--- config.mk ---
export PLATFORM = sky130hd
export DESIGN_NAME = wp_cmd_decoder
export DESIGN_NICKNAME = d
export VERILOG_FILES = /design/src/rtl/wpdec_pkg.sv /design/src/rtl/wpdec_datapath.sv /design/src/rtl/wpdec_seq_ctrl.sv /design/src/rtl/wp_cmd_decoder.sv
export SDC_FILE = /design/constraint.sdc
export NUM_CORES = 1
export LEC_CHECK = 0
export ABC_AREA = 0
export BUFFER_PORTS_ARGS = -buffer_cell sky130_fd_sc_hd__buf_2
export CORE_MARGIN = 2
export CORE_UTILIZATION = 48
export DETAILED_ROUTE_END_ITERATION = 10
export GPL_TIMING_DRIVEN = 0
export PLACE_DENSITY = 0.77
export SYNTH_ARGS = -nofsm -noshare
export SYNTH_HDL_FRONTEND = slang
export SYNTH_HIERARCHICAL = 1
export SYNTH_SLANG_ARGS = --single-unit
--- constraint.sdc ---
create_clock -name clk -period 3.1 [get_ports clk]
set_input_delay 0.31 -clock clk [delete_from_list [all_inputs] [get_ports clk]]
set_output_delay 0.31 -clock clk [all_outputs]
set_load 0.01 [all_outputs]
--- src/rtl/wpdec_pkg.sv ---
package wpdec_pkg;
  localparam int BYTE_W = 8;

  typedef enum logic [2:0] {
    SEQ_IDLE,
    SEQ_C1,
    SEQ_C2,
    SEQ_C3,
    SEQ_C4,
    SEQ_C5
  } seqState_t;

  typedef struct packed {
    logic              unlockA;
    logic              unlockB;
    logic              atCmdAddr;
    logic [BYTE_W-1:0] code;
  } cmdHit_t;

  typedef struct packed {
    logic passWrite;
    logic openLoad;
    logic startErase;
    logic idMode;
  } ctrlStrobe_t;
endpackage

--- src/rtl/wpdec_datapath.sv ---
module wpdec_datapath
  import wpdec_pkg::*;
#(
  parameter int             ADDR_W      = 17,
  parameter int             CMD_BITS    = 15,
  parameter logic [14:0]    ADDR_A      = 15'h5555,
  parameter logic [14:0]    ADDR_B      = 15'h2AAA,
  parameter logic [7:0]     UNLOCK_A    = 8'hAA,
  parameter logic [7:0]     UNLOCK_B    = 8'h55,
  parameter logic [7:0]     ID_MAKER    = 8'hDA,
  parameter logic [7:0]     ID_DEVICE   = 8'hC1
) (
  input  logic              clk,
  input  logic              rstN,
  input  logic              wrValid,
  input  logic [ADDR_W-1:0] wrAddr,
  input  logic [BYTE_W-1:0] wrData,
  input  logic [ADDR_W-1:0] rdAddr,
  input  logic [BYTE_W-1:0] arrayRdData,
  input  ctrlStrobe_t       strobe,
  output cmdHit_t           hit,
  output logic [BYTE_W-1:0] rdData,
  output logic              dataWrValid,
  output logic [ADDR_W-1:0] dataWrAddr,
  output logic [BYTE_W-1:0] dataWrData,
  output logic              loadStart,
  output logic              eraseStart
);
  localparam int ID_COUNT = 2;
  localparam logic [BYTE_W-1:0] ID_BYTES [ID_COUNT] = '{ID_MAKER, ID_DEVICE};

  logic [CMD_BITS-1:0] cmdAddr;
  logic                idWindow;

  assign cmdAddr = wrAddr[CMD_BITS-1:0];

  always_comb begin
    hit.atCmdAddr = (cmdAddr == CMD_BITS'(ADDR_A));
    hit.unlockA   = hit.atCmdAddr && (wrData == UNLOCK_A);
    hit.unlockB   = (cmdAddr == CMD_BITS'(ADDR_B)) && (wrData == UNLOCK_B);
    hit.code      = wrData;
  end

  // Identifier override covers the two lowest addresses only
  assign idWindow = strobe.idMode && (rdAddr[ADDR_W-1:1] == '0);

  always_comb begin
    if (idWindow) rdData = ID_BYTES[rdAddr[0]];
    else          rdData = arrayRdData;
  end

  always_ff @(posedge clk or negedge rstN) begin
    if (!rstN) begin
      dataWrValid <= 1'b0;
      dataWrAddr  <= '0;
      dataWrData  <= '0;
      loadStart   <= 1'b0;
      eraseStart  <= 1'b0;
    end else begin
      dataWrValid <= strobe.passWrite;
      loadStart   <= strobe.openLoad;
      eraseStart  <= strobe.startErase;
      if (strobe.passWrite) begin
        dataWrAddr <= wrAddr;
        dataWrData <= wrData;
      end
    end
  end

  AST_FWD_FROM_WRITE: assert property (@(posedge clk) disable iff (!rstN)
    dataWrValid |-> $past(wrValid));
  AST_ERASE_PULSE: assert property (@(posedge clk) disable iff (!rstN)
    eraseStart |=> !eraseStart);
  AST_LOAD_PULSE: assert property (@(posedge clk) disable iff (!rstN)
    loadStart |=> !loadStart);
endmodule

--- src/rtl/wpdec_seq_ctrl.sv ---
module wpdec_seq_ctrl
  import wpdec_pkg::*;
#(
  parameter int         LOAD_WINDOW   = 6000,
  parameter logic [7:0] ENABLE_CODE   = 8'hA0,
  parameter logic [7:0] SIX_PREFIX    = 8'h80,
  parameter logic [7:0] DISABLE_CODE  = 8'h20,
  parameter logic [7:0] ERASE_CODE    = 8'h10,
  parameter logic [7:0] ID_ENTER_CODE = 8'h60,
  parameter logic [7:0] ID_EXIT_CODE  = 8'hF0
) (
  input  logic        clk,
  input  logic        rstN,
  input  logic        wrValid,
  input  cmdHit_t     hit,
  output ctrlStrobe_t strobe,
  output logic        protOn,
  output logic        idMode
);
  localparam int CNT_W = $clog2(LOAD_WINDOW + 1);

  seqState_t        seqState, seqNext;
  logic [CNT_W-1:0] windowCnt;
  logic             windowOpen;
  logic             ordinary, reload;
  logic             setProt, clrProt, setId, clrId;

  // Behaves as a non-volatile bit: powers up protected, ignores rstN
  logic protFlag = 1'b1;

  assign windowOpen = (windowCnt != '0);
  assign protOn     = protFlag;

  always_comb begin
    seqNext           = seqState;
    ordinary          = 1'b0;
    reload            = 1'b0;
    setProt           = 1'b0;
    clrProt           = 1'b0;
    setId             = 1'b0;
    clrId             = 1'b0;
    strobe.passWrite  = 1'b0;
    strobe.openLoad   = 1'b0;
    strobe.startErase = 1'b0;
    strobe.idMode     = idMode;
    if (wrValid) begin
      if (windowOpen) begin
        strobe.passWrite = 1'b1;
        reload           = 1'b1;
      end else begin
        seqNext = SEQ_IDLE;
        unique case (seqState)
          SEQ_IDLE: if (hit.unlockA) seqNext = SEQ_C1; else ordinary = 1'b1;
          SEQ_C1:   if (hit.unlockB) seqNext = SEQ_C2; else ordinary = 1'b1;
          SEQ_C2: begin
            if (hit.atCmdAddr && hit.code == ENABLE_CODE) begin
              setProt         = 1'b1;
              strobe.openLoad = 1'b1;
              reload          = 1'b1;
            end else if (hit.atCmdAddr && hit.code == ID_EXIT_CODE) begin
              clrId = 1'b1;
            end else if (hit.atCmdAddr && hit.code == SIX_PREFIX) begin
              seqNext = SEQ_C3;
            end else begin
              ordinary = 1'b1;
            end
          end
          SEQ_C3:   if (hit.unlockA) seqNext = SEQ_C4; else ordinary = 1'b1;
          SEQ_C4:   if (hit.unlockB) seqNext = SEQ_C5; else ordinary = 1'b1;
          SEQ_C5: begin
            if (hit.atCmdAddr && hit.code == DISABLE_CODE)       clrProt = 1'b1;
            else if (hit.atCmdAddr && hit.code == ERASE_CODE)    strobe.startErase = 1'b1;
            else if (hit.atCmdAddr && hit.code == ID_ENTER_CODE) setId = 1'b1;
            else                                                 ordinary = 1'b1;
          end
          default: ordinary = 1'b1;
        endcase
        if (ordinary && !protFlag) begin
          strobe.passWrite = 1'b1;
          strobe.openLoad  = 1'b1;
          reload           = 1'b1;
        end
      end
    end
  end

  always_ff @(posedge clk) begin
    if (setProt)      protFlag <= 1'b1;
    else if (clrProt) protFlag <= 1'b0;
  end

  always_ff @(posedge clk or negedge rstN) begin
    if (!rstN) begin
      seqState  <= SEQ_IDLE;
      windowCnt <= '0;
      idMode    <= 1'b0;
    end else begin
      seqState <= seqNext;
      if (reload)          windowCnt <= CNT_W'(LOAD_WINDOW);
      else if (windowOpen) windowCnt <= windowCnt - 1'b1;
      if (setId)      idMode <= 1'b1;
      else if (clrId) idMode <= 1'b0;
    end
  end

  AST_PROT_SET_BY_CMD: assert property (@(posedge clk) disable iff (!rstN)
    $rose(protFlag) |-> $past(seqState) == SEQ_C2);
  AST_PROT_CLR_BY_CMD: assert property (@(posedge clk) disable iff (!rstN)
    $fell(protFlag) |-> $past(seqState) == SEQ_C5);
  AST_ID_SET_BY_CMD: assert property (@(posedge clk) disable iff (!rstN)
    $rose(idMode) |-> $past(seqState) == SEQ_C5);
  AST_SEQ_OUTSIDE_WINDOW: assert property (@(posedge clk) disable iff (!rstN)
    seqState != SEQ_IDLE |-> windowCnt == '0);
endmodule

--- src/rtl/wp_cmd_decoder.sv ---
module wp_cmd_decoder
  import wpdec_pkg::*;
#(
  parameter int         ADDR_W        = 17,
  parameter int         LOAD_WINDOW   = 6000,
  parameter logic [7:0] DISABLE_CODE  = 8'h20,
  parameter logic [7:0] ERASE_CODE    = 8'h10,
  parameter logic [7:0] ID_ENTER_CODE = 8'h60,
  parameter logic [7:0] ID_EXIT_CODE  = 8'hF0
) (
  input  logic              clk,
  input  logic              rstN,
  input  logic              wrValid,
  input  logic [ADDR_W-1:0] wrAddr,
  input  logic [7:0]        wrData,
  input  logic [ADDR_W-1:0] rdAddr,
  input  logic [7:0]        arrayRdData,
  output logic [7:0]        rdData,
  output logic              dataWrValid,
  output logic [ADDR_W-1:0] dataWrAddr,
  output logic [7:0]        dataWrData,
  output logic              loadStart,
  output logic              eraseStart,
  output logic              protOn,
  output logic              idMode
);
  localparam int CMD_BITS = 15;

  cmdHit_t     hit;
  ctrlStrobe_t strobe;

  wpdec_seq_ctrl #(
    .LOAD_WINDOW  (LOAD_WINDOW),
    .DISABLE_CODE (DISABLE_CODE),
    .ERASE_CODE   (ERASE_CODE),
    .ID_ENTER_CODE(ID_ENTER_CODE),
    .ID_EXIT_CODE (ID_EXIT_CODE)
  ) ctrl_i (
    .clk    (clk),
    .rstN   (rstN),
    .wrValid(wrValid),
    .hit    (hit),
    .strobe (strobe),
    .protOn (protOn),
    .idMode (idMode)
  );

  wpdec_datapath #(
    .ADDR_W  (ADDR_W),
    .CMD_BITS(CMD_BITS)
  ) dp_i (
    .clk        (clk),
    .rstN       (rstN),
    .wrValid    (wrValid),
    .wrAddr     (wrAddr),
    .wrData     (wrData),
    .rdAddr     (rdAddr),
    .arrayRdData(arrayRdData),
    .strobe     (strobe),
    .hit        (hit),
    .rdData     (rdData),
    .dataWrValid(dataWrValid),
    .dataWrAddr (dataWrAddr),
    .dataWrData (dataWrData),
    .loadStart  (loadStart),
    .eraseStart (eraseStart)
  );
endmodule

==> impl_metrics.toml, run 1 <==
[detailed_routing]
drc = 0
post_drt_wl_per_cell_um = 14.4
vias_per_cell = 5.43
routed_wl_um = 5700
first_pass_iters = 4
drtIter0Drc = 108
vias = 2156
drtAntennaViolNets = 0

[setup_path]
cp_slowest_cell = "or4b_2"
cp.arrival_ns = 3.07
ff2ff_setup_slack_ns = 0.27
end_kind = "flip-flop"
crit_buf_inv = 2
cp_max_fo = 10
cp-start-kind = "primary input"
crit_type = "primary input to flip-flop"
rr_startpoint = "ctrl_i/seqState[2]"
path_cells = "buf_2, nand4b_1, or4b_2, nor4_4, or4b_1, o211ai_1, a211oi_4, a21o_2, a21oi_2, clkbuf_4, mux2_2"
required_ns = 3.27
cp_top_family = "simple AND/OR/NAND/NOR gates"
max_stage_delay_ns = 0.66
reg2regPathDepth = 8
r2r-end = "dp_i/dataWrData[0]"

[power_and_ir_drop]
leakagePower_nw = 1.49
p_total_mw = 1.45
combPwrFrac_pct = 16.2
p_int_mw = 1.10
p_seq_share_pct = 46.5
p_sw_share_pct = 23.7
power.density_mw_per_mm2 = 440
peakVddDrop_mv = 0.288
clkPwrFrac_pct = 37.3
p_sw_mw = 0.343

[clock_network]
clock_sinks = 46
insertion_delay_ns = 0.29
cts_tree = "built"
cts_made_buffers = 5
holdBufCountCts = 0
cts_root_buf = "clkbuf_8"
htree_levels = 2
cts.clk_slew.worst_paths_ns = 0.09
clk_path_buf_depth = 2

[synth]
synth_cell_types = 59
async_flop_share_pct = 97.8
syn-cell-area_mm2 = 0.00258
ys_warn_count = 6
synth_area_per_cell_um2 = 11.2
ys_dominant_reg_cell = "dfrtp_1"
syn-num-nets = 283
ys_ff_latch = 46
synthCells = 229
synth_edf_count = 0
ys_seq_area_share_pct = 44.5

[sta]
period_minus_slack_ns = 2.89
slew_headroom_pct = 34.8
final.setup_skew_ns = 0.0103
final-setup-viol-count = 0
post-route-period-util_pct = 93.3
hold_viol = 0
rsz0062_at_grt = "false"
clock.fmax_ghz = 0.346
fin_ws_ns = 0.208
worst_slew_pin_slew_ns = 0.978
final-max-slew-violation-count = 0

[die]
ioPinCount = 91
fp.coreArea_mm2 = 0.00514
rows = 26
dieArea_mm2 = 0.00597
dieHeight_um = 77.3
die_x_um = 77.3
initial_core_util_pct = 50.1

[grt]
grt_pass1_vias = 2134
antenna_found_initial = 0
grt_max_degree = 46
grt_pass1_wl_um = 9520
grtUsageTotal_pct = 19.6
grt_overflow = 0

[cells_and_area]
final_cell_area_mm2 = 0.00329
synthToLayoutAreaGrowth_pct = 27.8
n_fill_cell = 420
drive_gt1_share_pct = 51.4
nNetsFinal = 380
antenna_cells = 0

[placed_design]
place_ws_ns = -0.787
place_area_mm2 = 0.00311
place_congestion = 0.809
dp_hpwl_um = 4350
port_buffers = 90

[worst_hold_path]
hold_class = "primary input to async pin"

[run_status]
status = "finished clean"

[job]
drv_cap = 0
-- sequential cells by signal, indices dropped and copies added, names as in the netlist --
| signal | flops |
|---|---|
| dp_i/eraseStart | 1 |
| ctrl_i/windowCnt | 13 |
| ctrl_i/protOn | 1 |
| dp_i/dataWrData | 8 |
| ctrl_i/idMode | 1 |
| dp_i/dataWrAddr | 17 |
| dp_i/dataWrValid | 1 |
| dp_i/loadStart | 1 |
| ctrl_i/seqState | 3 |
-- layer usage --
metal | wire (µm) | part of all wire, % | GRT usage [%] | up-vias
met3 | 454 | 8.0 | 4.59 | 6
met5 | 0 | 0 | 0 | -
met4 | 52 | 0.91 | 6.61 | 0
li1 | - | - | - | 1030
met1 | 2400 | 42 | 24.1 | 1035
met2 | 2790 | 49 | 33.7 | 85
-- cell families after synthesis --
family	count (synthesis)	synth area share (%)
buffers and inverters	25	5.24
and+or+nand+nor	94	25.8
AOI/OAI and AO/OA	25	8.21
DFF	46	44.5
muxes	30	13.1
adders and majority gates	1	0.486
xor gates and xnor gates	8	2.72
-- timing repair --
action,in CTS,in global routing
gates resized for setup,7,1
setup endpoints to repair,25,20
buffers inserted,0,1
pin swaps,1,2
-- stage by stage --
stage / setup TNS (ns) / hold WS [ns] / util [%] / std cells
floorplan: 0 / 0.0144 / - / 229
global placement: -15.50 / 0.484 / 60.6 / 389
detailed placement: -18.04 / 0.490 / 60.6 / 389
CTS: 0 / 0.214 / 63.9 / 397
global route: 0 / 0.247 / 64.0 / 397
finish: 0 / 0.170 / 64.0 / 397
-- Yosys cell counts, types with 2 or more instances --
cell type	number	area [µm²]
nor2b_1	2	12.5
or3b_1	2	17.5
xor2_1	4	35.0
nand3b_1	2	15.0
nor4bb_1	3	30.0
nor4_4	2	42.5
a211oi_1	2	15.0
nor4_2	2	25.0
mux2i_1	4	40.0
or4_4	2	22.5
mux2_2	25	282
or4b_2	2	20.0
and2b_2	2	17.5
nor3b_1	5	37.5
nand3_1	8	40.0
nor4_1	4	25.0
clkbuf_1	3	11.3
a21oi_1	4	20.0
nor2_1	13	48.8
and3_1	4	25.0
xnor2_1	4	35.0
or2_2	2	12.5
inv_1	9	33.8
nand4b_1	3	26.3
buf_4	10	75.1
nand2_1	12	45.0
dfrtp_1	45	1130
o31ai_1	2	15.0
o21ai_1	3	15.0
buf_2	3	15.0
nand4_1	6	37.5
nor3_1	4	20.0
and3_2	2	15.0
o21ai_0	3	15.0
nand2b_1	2	12.5
-- worst max path at each step --
| stage | from | slack, ns | depth (start not counted) | end |
|---|---|---|---|---|
| 3_5_place_dp | wrData[1] | -0.79 | 12 | dp_i/dataWrAddr[3] |
| 5_1_grt | wrData[1] | 0.05 | 11 | dp_i/dataWrData[0] |
| 4_1_cts | wrAddr[4] | 0.07 | 11 | dp_i/dataWrAddr[1] |
| 6_report | wrData[1] | 0.21 | 11 | dp_i/dataWrData[0] |
| 3_3_place_gp | wrData[1] | -0.69 | 12 | dp_i/dataWrData[3] |
| 2_1_floorplan | wrData[1] | 0.02 | 11 | dp_i/dataWrAddr[0] |
-- power groups by stage --
stage / registers (mW) / clock network [mW] / logic, mW
2_1_floorplan: 0.698 / 0 / 0.106
3_3_place_gp: 0.682 / 0 / 0.229
3_5_place_dp: 0.685 / 0 / 0.234
4_1_cts: 0.674 / 0.555 / 0.236
5_1_grt: 0.679 / 0.577 / 0.256
6_report: 0.673 / 0.540 / 0.234
-- layout make-up --
type	count	area, µm²	area share, %
Clock buffer	6	82.6	2.51
Clock inverter	2	60.1	1.82
Sequential cell	46	1150	34.8
Inverter	9	33.8	1.03
Buffer	15	105	3.19
Timing Repair Buffer	91	458	13.9
Multi-Input combinational cell	158	1320	40.1
Tap cell	70	87.6	2.66
-- placed cells by master, fill, tap and decap left out, drive strengths merged, types with 2 or more instances in the layout --
master     n
xor2       4
nand2     12
dfrtp     45
nor2b      2
or4b       3
nand3      8
nand4      7
a21oi      4
bufinv     2
and2b      2
mux2i      4
xnor2      4
nand3b     2
or2        2
or4        2
mux2      26
o2111ai    2
clkbuf     8
nor2      13
nor4       8
a21o       2
and3       6
nor3b      6
or3b       2
buf      104
nand2b     2
o21ai      6
nor4b      2
nand4b     3
a211oi     3
nor4bb     3
nor3       5
inv        9
o31ai      2
Power figures use the tool's default switching activity.
==> run 2: changes to the inputs <==
==> constraint.sdc (replaced) <==
create_clock -name clk -period 3.1 [get_ports clk]
set_input_delay 0.465 -clock clk [delete_from_list [all_inputs] [get_ports clk]]
set_output_delay 0.465 -clock clk [all_outputs]
set_load 0.01 [all_outputs]
==> impl_metrics.toml, run 2 (synthesis gave the netlist of run 1 again) <==
[sta]
final-max-slew-violation-count = 0
finalSetupTns_ns = 0
fin_ws_ns = 0.117
rsz0062_at_grt = "false"
final.setup_skew_ns = 0.00876
hold_viol = 0
period_minus_slack_ns = 2.98
final-setup-viol-count = 0
post-route-period-util_pct = 96.2
worst_slew_pin_slew_ns = 1.01
slew_headroom_pct = 32.7
clock.fmax_ghz = 0.335

[cells_and_area]
final_common_cell = "buf_2"
synthToLayoutAreaGrowth_pct = 27.3
antenna_cells = 0
mostFrequentLayoutCells = "buf_2, dfrtp_1, mux2_2"
multi_input_area_mm2 = 0.00132
reg.largest.list = "dp_i/dataWrAddr x17, ctrl_i/windowCnt x13, dp_i/dataWrData x8"
drive_gt1_share_pct = 51.2
final_cell_area_mm2 = 0.00328
ff_latch_area_mm2 = 0.00115
nNetsFinal = 379
regMostFlops = "dp_i/dataWrAddr"
largest_reg_flops = 17
n_fill_cell = 435

[worst_hold_path]
hold_class = "primary input to async pin"

[grt]
grtUsageTotal_pct = 20.3
grt_pass1_wl_um = 9780
antenna_found_initial = 0
grt_pass1_vias = 2145
grt_overflow = 0
grt_max_degree = 46

[detailed_routing]
post_drt_wl_per_cell_um = 14.9
drtAntennaViolNets = 0
vias_per_cell = 5.40
vias = 2140
drc = 0
routed_wl_um = 5900
drtIter0Drc = 136
first_pass_iters = 4

[placed_design]
place_ws_ns = -0.696
place_area_mm2 = 0.00312
dp_hpwl_um = 4430
place_congestion = 0.770
port_buffers = 90

[die]
die_x_um = 77.3
rows = 26
dieHeight_um = 77.3
fp.coreArea_mm2 = 0.00514
initial_core_util_pct = 50.1
dieArea_mm2 = 0.00597
ioPinCount = 91

[setup_path]
end_kind = "flip-flop"
cp_max_fo = 10
cp-start-kind = "primary input"
required_ns = 3.28
crit_type = "primary input to flip-flop"
cp.arrival_ns = 3.17

[clock_network]
holdBufCountCts = 0
cts_made_buffers = 5
cts_root_buf = "clkbuf_8"
htree_levels = 2
insertion_delay_ns = 0.30
cts.clk_slew.worst_paths_ns = 0.09
cts_tree = "built"
clk_path_buf_depth = 2
post_cts_buffers = 0
clock_sinks = 46

[job]
drv_cap = 0

[power_and_ir_drop]
leakagePower_nw = 1.48
p_total_mw = 1.44
peakVddDrop_mv = 0.359
power.density_mw_per_mm2 = 439

[run_status]
status = "finished clean"
run 2: what timing repair did:
item | 4_1_cts | 5_1_grt
endpoints found under the setup margin | 25 | 20
gates cloned | 0 | 0
gates resized for setup | 7 | 0
pin swaps | 0 | 1
run 2: critical path, cell delays in order:
cell and delay [ns]:
buf_2 0.12, nand4b_1 0.17, or4b_2 0.66, nor4_4 0.30, or4b_1 0.18, o211ai_1 0.12, a211oi_4 0.27, a21o_2 0.20
a21oi_2 0.15, clkbuf_4 0.25, mux2_2 0.30
run 2: cell type report:
type	count	share of cell area [%]
repair buffers	90	13.7
inverters	9	1.03
multi-input cells	158	40.2
well taps	70	2.67
clock inverters	3	2.10
clock buffers	5	2.10
plain buffers	15	3.20
flip-flops and latches	46	34.9
run 2: layer usage:
metal  share of wire [%]  wire length (µm)  global-route usage, %
met1                  42              2460                   25.1
met3                 8.6               509                   6.35
met4                0.78                46                   5.54
met5                   0                 0                      0
met2                  49              2880                   34.1
run 2: metrics by stage:
step                      util [%]  hold WS, ns  std cells
after floorplan                  -        0.169        229
after global placement        60.7        0.483        389
after CTS                     63.8        0.363        396
after detailed placement      60.7        0.491        389
final                         63.8        0.331        396
after global routing          63.8        0.388        396
run 2: final timing paths:
kind	start	endpoint	slack [ns]	cells past startpoint
setup / recovery	wrData[1]	dp_i/dataWrData[0]	0.12	11
hold / removal	rstN	dp_i/dataWrAddr[0]	0.33	1
setup reg to reg	ctrl_i/seqState[2]	dp_i/dataWrData[0]	0.28	8
hold reg to reg	ctrl_i/protOn	ctrl_i/protOn	0.51	1
max in group asynchronous	rstN	ctrl_i/windowCnt[9]	2.14	1
min in group clk	wrAddr[15]	dp_i/dataWrAddr[15]	0.40	2
run 2: power breakdown:
part / internal (mW) / switching [mW] / leakage, nW
Sequential: 0.643 / 0.0296 / 0.538
Clock: 0.323 / 0.208 / 0.0683
Combinational: 0.117 / 0.118 / 0.875
==> run 3: changes to the inputs <==
--- a/config.mk
+++ b/config.mk
@@ -8,10 +8,10 @@
 export ABC_AREA = 0
 export BUFFER_PORTS_ARGS = -buffer_cell sky130_fd_sc_hd__buf_2
 export CORE_MARGIN = 2
-export CORE_UTILIZATION = 48
+export CORE_UTILIZATION = 50
 export DETAILED_ROUTE_END_ITERATION = 10
 export GPL_TIMING_DRIVEN = 0
-export PLACE_DENSITY = 0.77
+export PLACE_DENSITY = 0.8
 export SYNTH_ARGS = -nofsm -noshare
 export SYNTH_HDL_FRONTEND = slang
 export SYNTH_HIERARCHICAL = 1
==> impl_metrics.toml, run 3 (synthesis gave the netlist of run 1 again) <==
[detailed_routing]
first_pass_iters = 4
highest_layer = "met4"
drtIter0Drc = 124
drc = 0
wl_met3_um = 429
drtAntennaViolNets = 0
wl_met1_um = 2450
post_drt_wl_per_cell_um = 14.2
vias = 2155
wl_met2_um = 2650
vias_per_cell = 5.41
routed_wl_um = 5640

[clock_network]
clk_path_buf_depth = 2
htree_levels = 2
cts.clk_slew.worst_paths_ns = 0.09
cts_root_buf = "clkbuf_8"
holdBufCountCts = 0
clock_sinks = 46
cts_tree = "built"
cts_made_buffers = 5
insertion_delay_ns = 0.30

[sta]
final-setup-viol-count = 0
fin_ws_ns = 0.165
final-max-slew-violation-count = 0
hold_viol = 0
post-route-period-util_pct = 94.7
clock.fmax_ghz = 0.341
final.setup_skew_ns = 0.0121
period_minus_slack_ns = 2.94
finalSetupTns_ns = 0
rsz0062_at_grt = "false"
worst_slew_pin_slew_ns = 0.998
slew_headroom_pct = 33.5
whs_ns = 0.320

[cells_and_area]
regMostFlops = "dp_i/dataWrAddr"
nNetsFinal = 381
mostFrequentLayoutCells = "buf_2, dfrtp_1, mux2_2"
reg.largest.list = "dp_i/dataWrAddr x17, ctrl_i/windowCnt x13, dp_i/dataWrData x8"
antenna_cells = 0
largest_reg_flops = 17
drive_gt1_share_pct = 51.2
synthToLayoutAreaGrowth_pct = 26.8
final_common_cell = "buf_2"

[placed_design]
place_congestion = 0.840
dp_hpwl_um = 4240
place_ws_ns = -0.651
port_buffers = 90

[die]
die_x_um = 75.8
dieArea_mm2 = 0.00574
fp.coreArea_mm2 = 0.00504
ioPinCount = 91
initial_core_util_pct = 51.1
rows = 26
dieHeight_um = 75.8

[run_status]
status = "finished clean"

[power_and_ir_drop]
power.density_mw_per_mm2 = 414
p_total_mw = 1.35
leakagePower_nw = 1.48
peakVddDrop_mv = 0.330

[grt]
grt_pass1_wl_um = 8900
grt_max_degree = 46
grt_pass1_vias = 2067
grtUsageTotal_pct = 20.3
grt_overflow = 0
antenna_found_initial = 0

[setup_path]
crit_type = "primary input to flip-flop"
required_ns = 3.28
ff2ff_setup_slack_ns = 0.32
end_kind = "flip-flop"
cp_max_fo = 10
cp.arrival_ns = 3.12
cp-start-kind = "primary input"

[job]
drv_cap = 0

[worst_hold_path]
hold_class = "primary input to async pin"
-- run 3: path summary, 6_finish.rpt --
check | startpoint | endpoint | depth (start not counted)
worst min register to register | dp_i/dataWrAddr[13] | dp_i/dataWrAddr[13] | 1
min in group clk | wrAddr[15] | dp_i/dataWrAddr[15] | 2
max in group asynchronous | rstN | ctrl_i/seqState[2] | 1
worst max-delay path | wrAddr[4] | dp_i/dataWrAddr[1] | 10
worst max register to register | ctrl_i/seqState[2] | dp_i/dataWrAddr[1] | 8
worst min-delay path | rstN | ctrl_i/windowCnt[7] | 1
-- run 3: metrics by stage --
stage	util (%)	instances	instance area [µm²]
final	64.8	398	3270
after global routing	64.8	398	3270
after global placement	61.9	389	3120
after CTS	64.8	398	3270
after detailed placement	61.9	389	3120
after floorplan	-	229	2580
-- run 3: final cells by class --
cell class | count | area, µm²
flip-flops and latches | 46 | 1150
inverters | 9 | 33.8
repair buffers | 92 | 465
clock inverters | 2 | 37.5
fillers | 386 | 1780
clock buffers | 6 | 72.6
multi-input cells | 158 | 1320
plain buffers | 15 | 105
well taps | 70 | 87.6
-- run 3: power breakdown --
group	switching (mW)	leakage [nW]	internal (mW)
clock	0.205	0.0514	0.241
combinational	0.118	0.886	0.117
sequential	0.0297	0.538	0.643
-- run 3: critical path, cell delays in order --
cell	delay (ns)
buf_2	0.11
or4b_2	0.71
nor4_4	0.38
or4b_1	0.17
o211ai_1	0.12
a211oi_4	0.28
a21o_2	0.20
a21oi_2	0.14
clkbuf_4	0.24
mux2_2	0.29
-- run 3: routing by layer --
metal	vias to the layer above	GRT usage (%)
met5	-	0
met4	0	7.99
met3	12	5.82
met2	95	32.9
met1	1020	25.7
li1	1028	-
-- run 3: repair_timing --
action                     CTS  global route
hold endpoints to repair     0             0
setup buffers                2             0
resized for setup            7             0
setup endpoints to repair   20             0
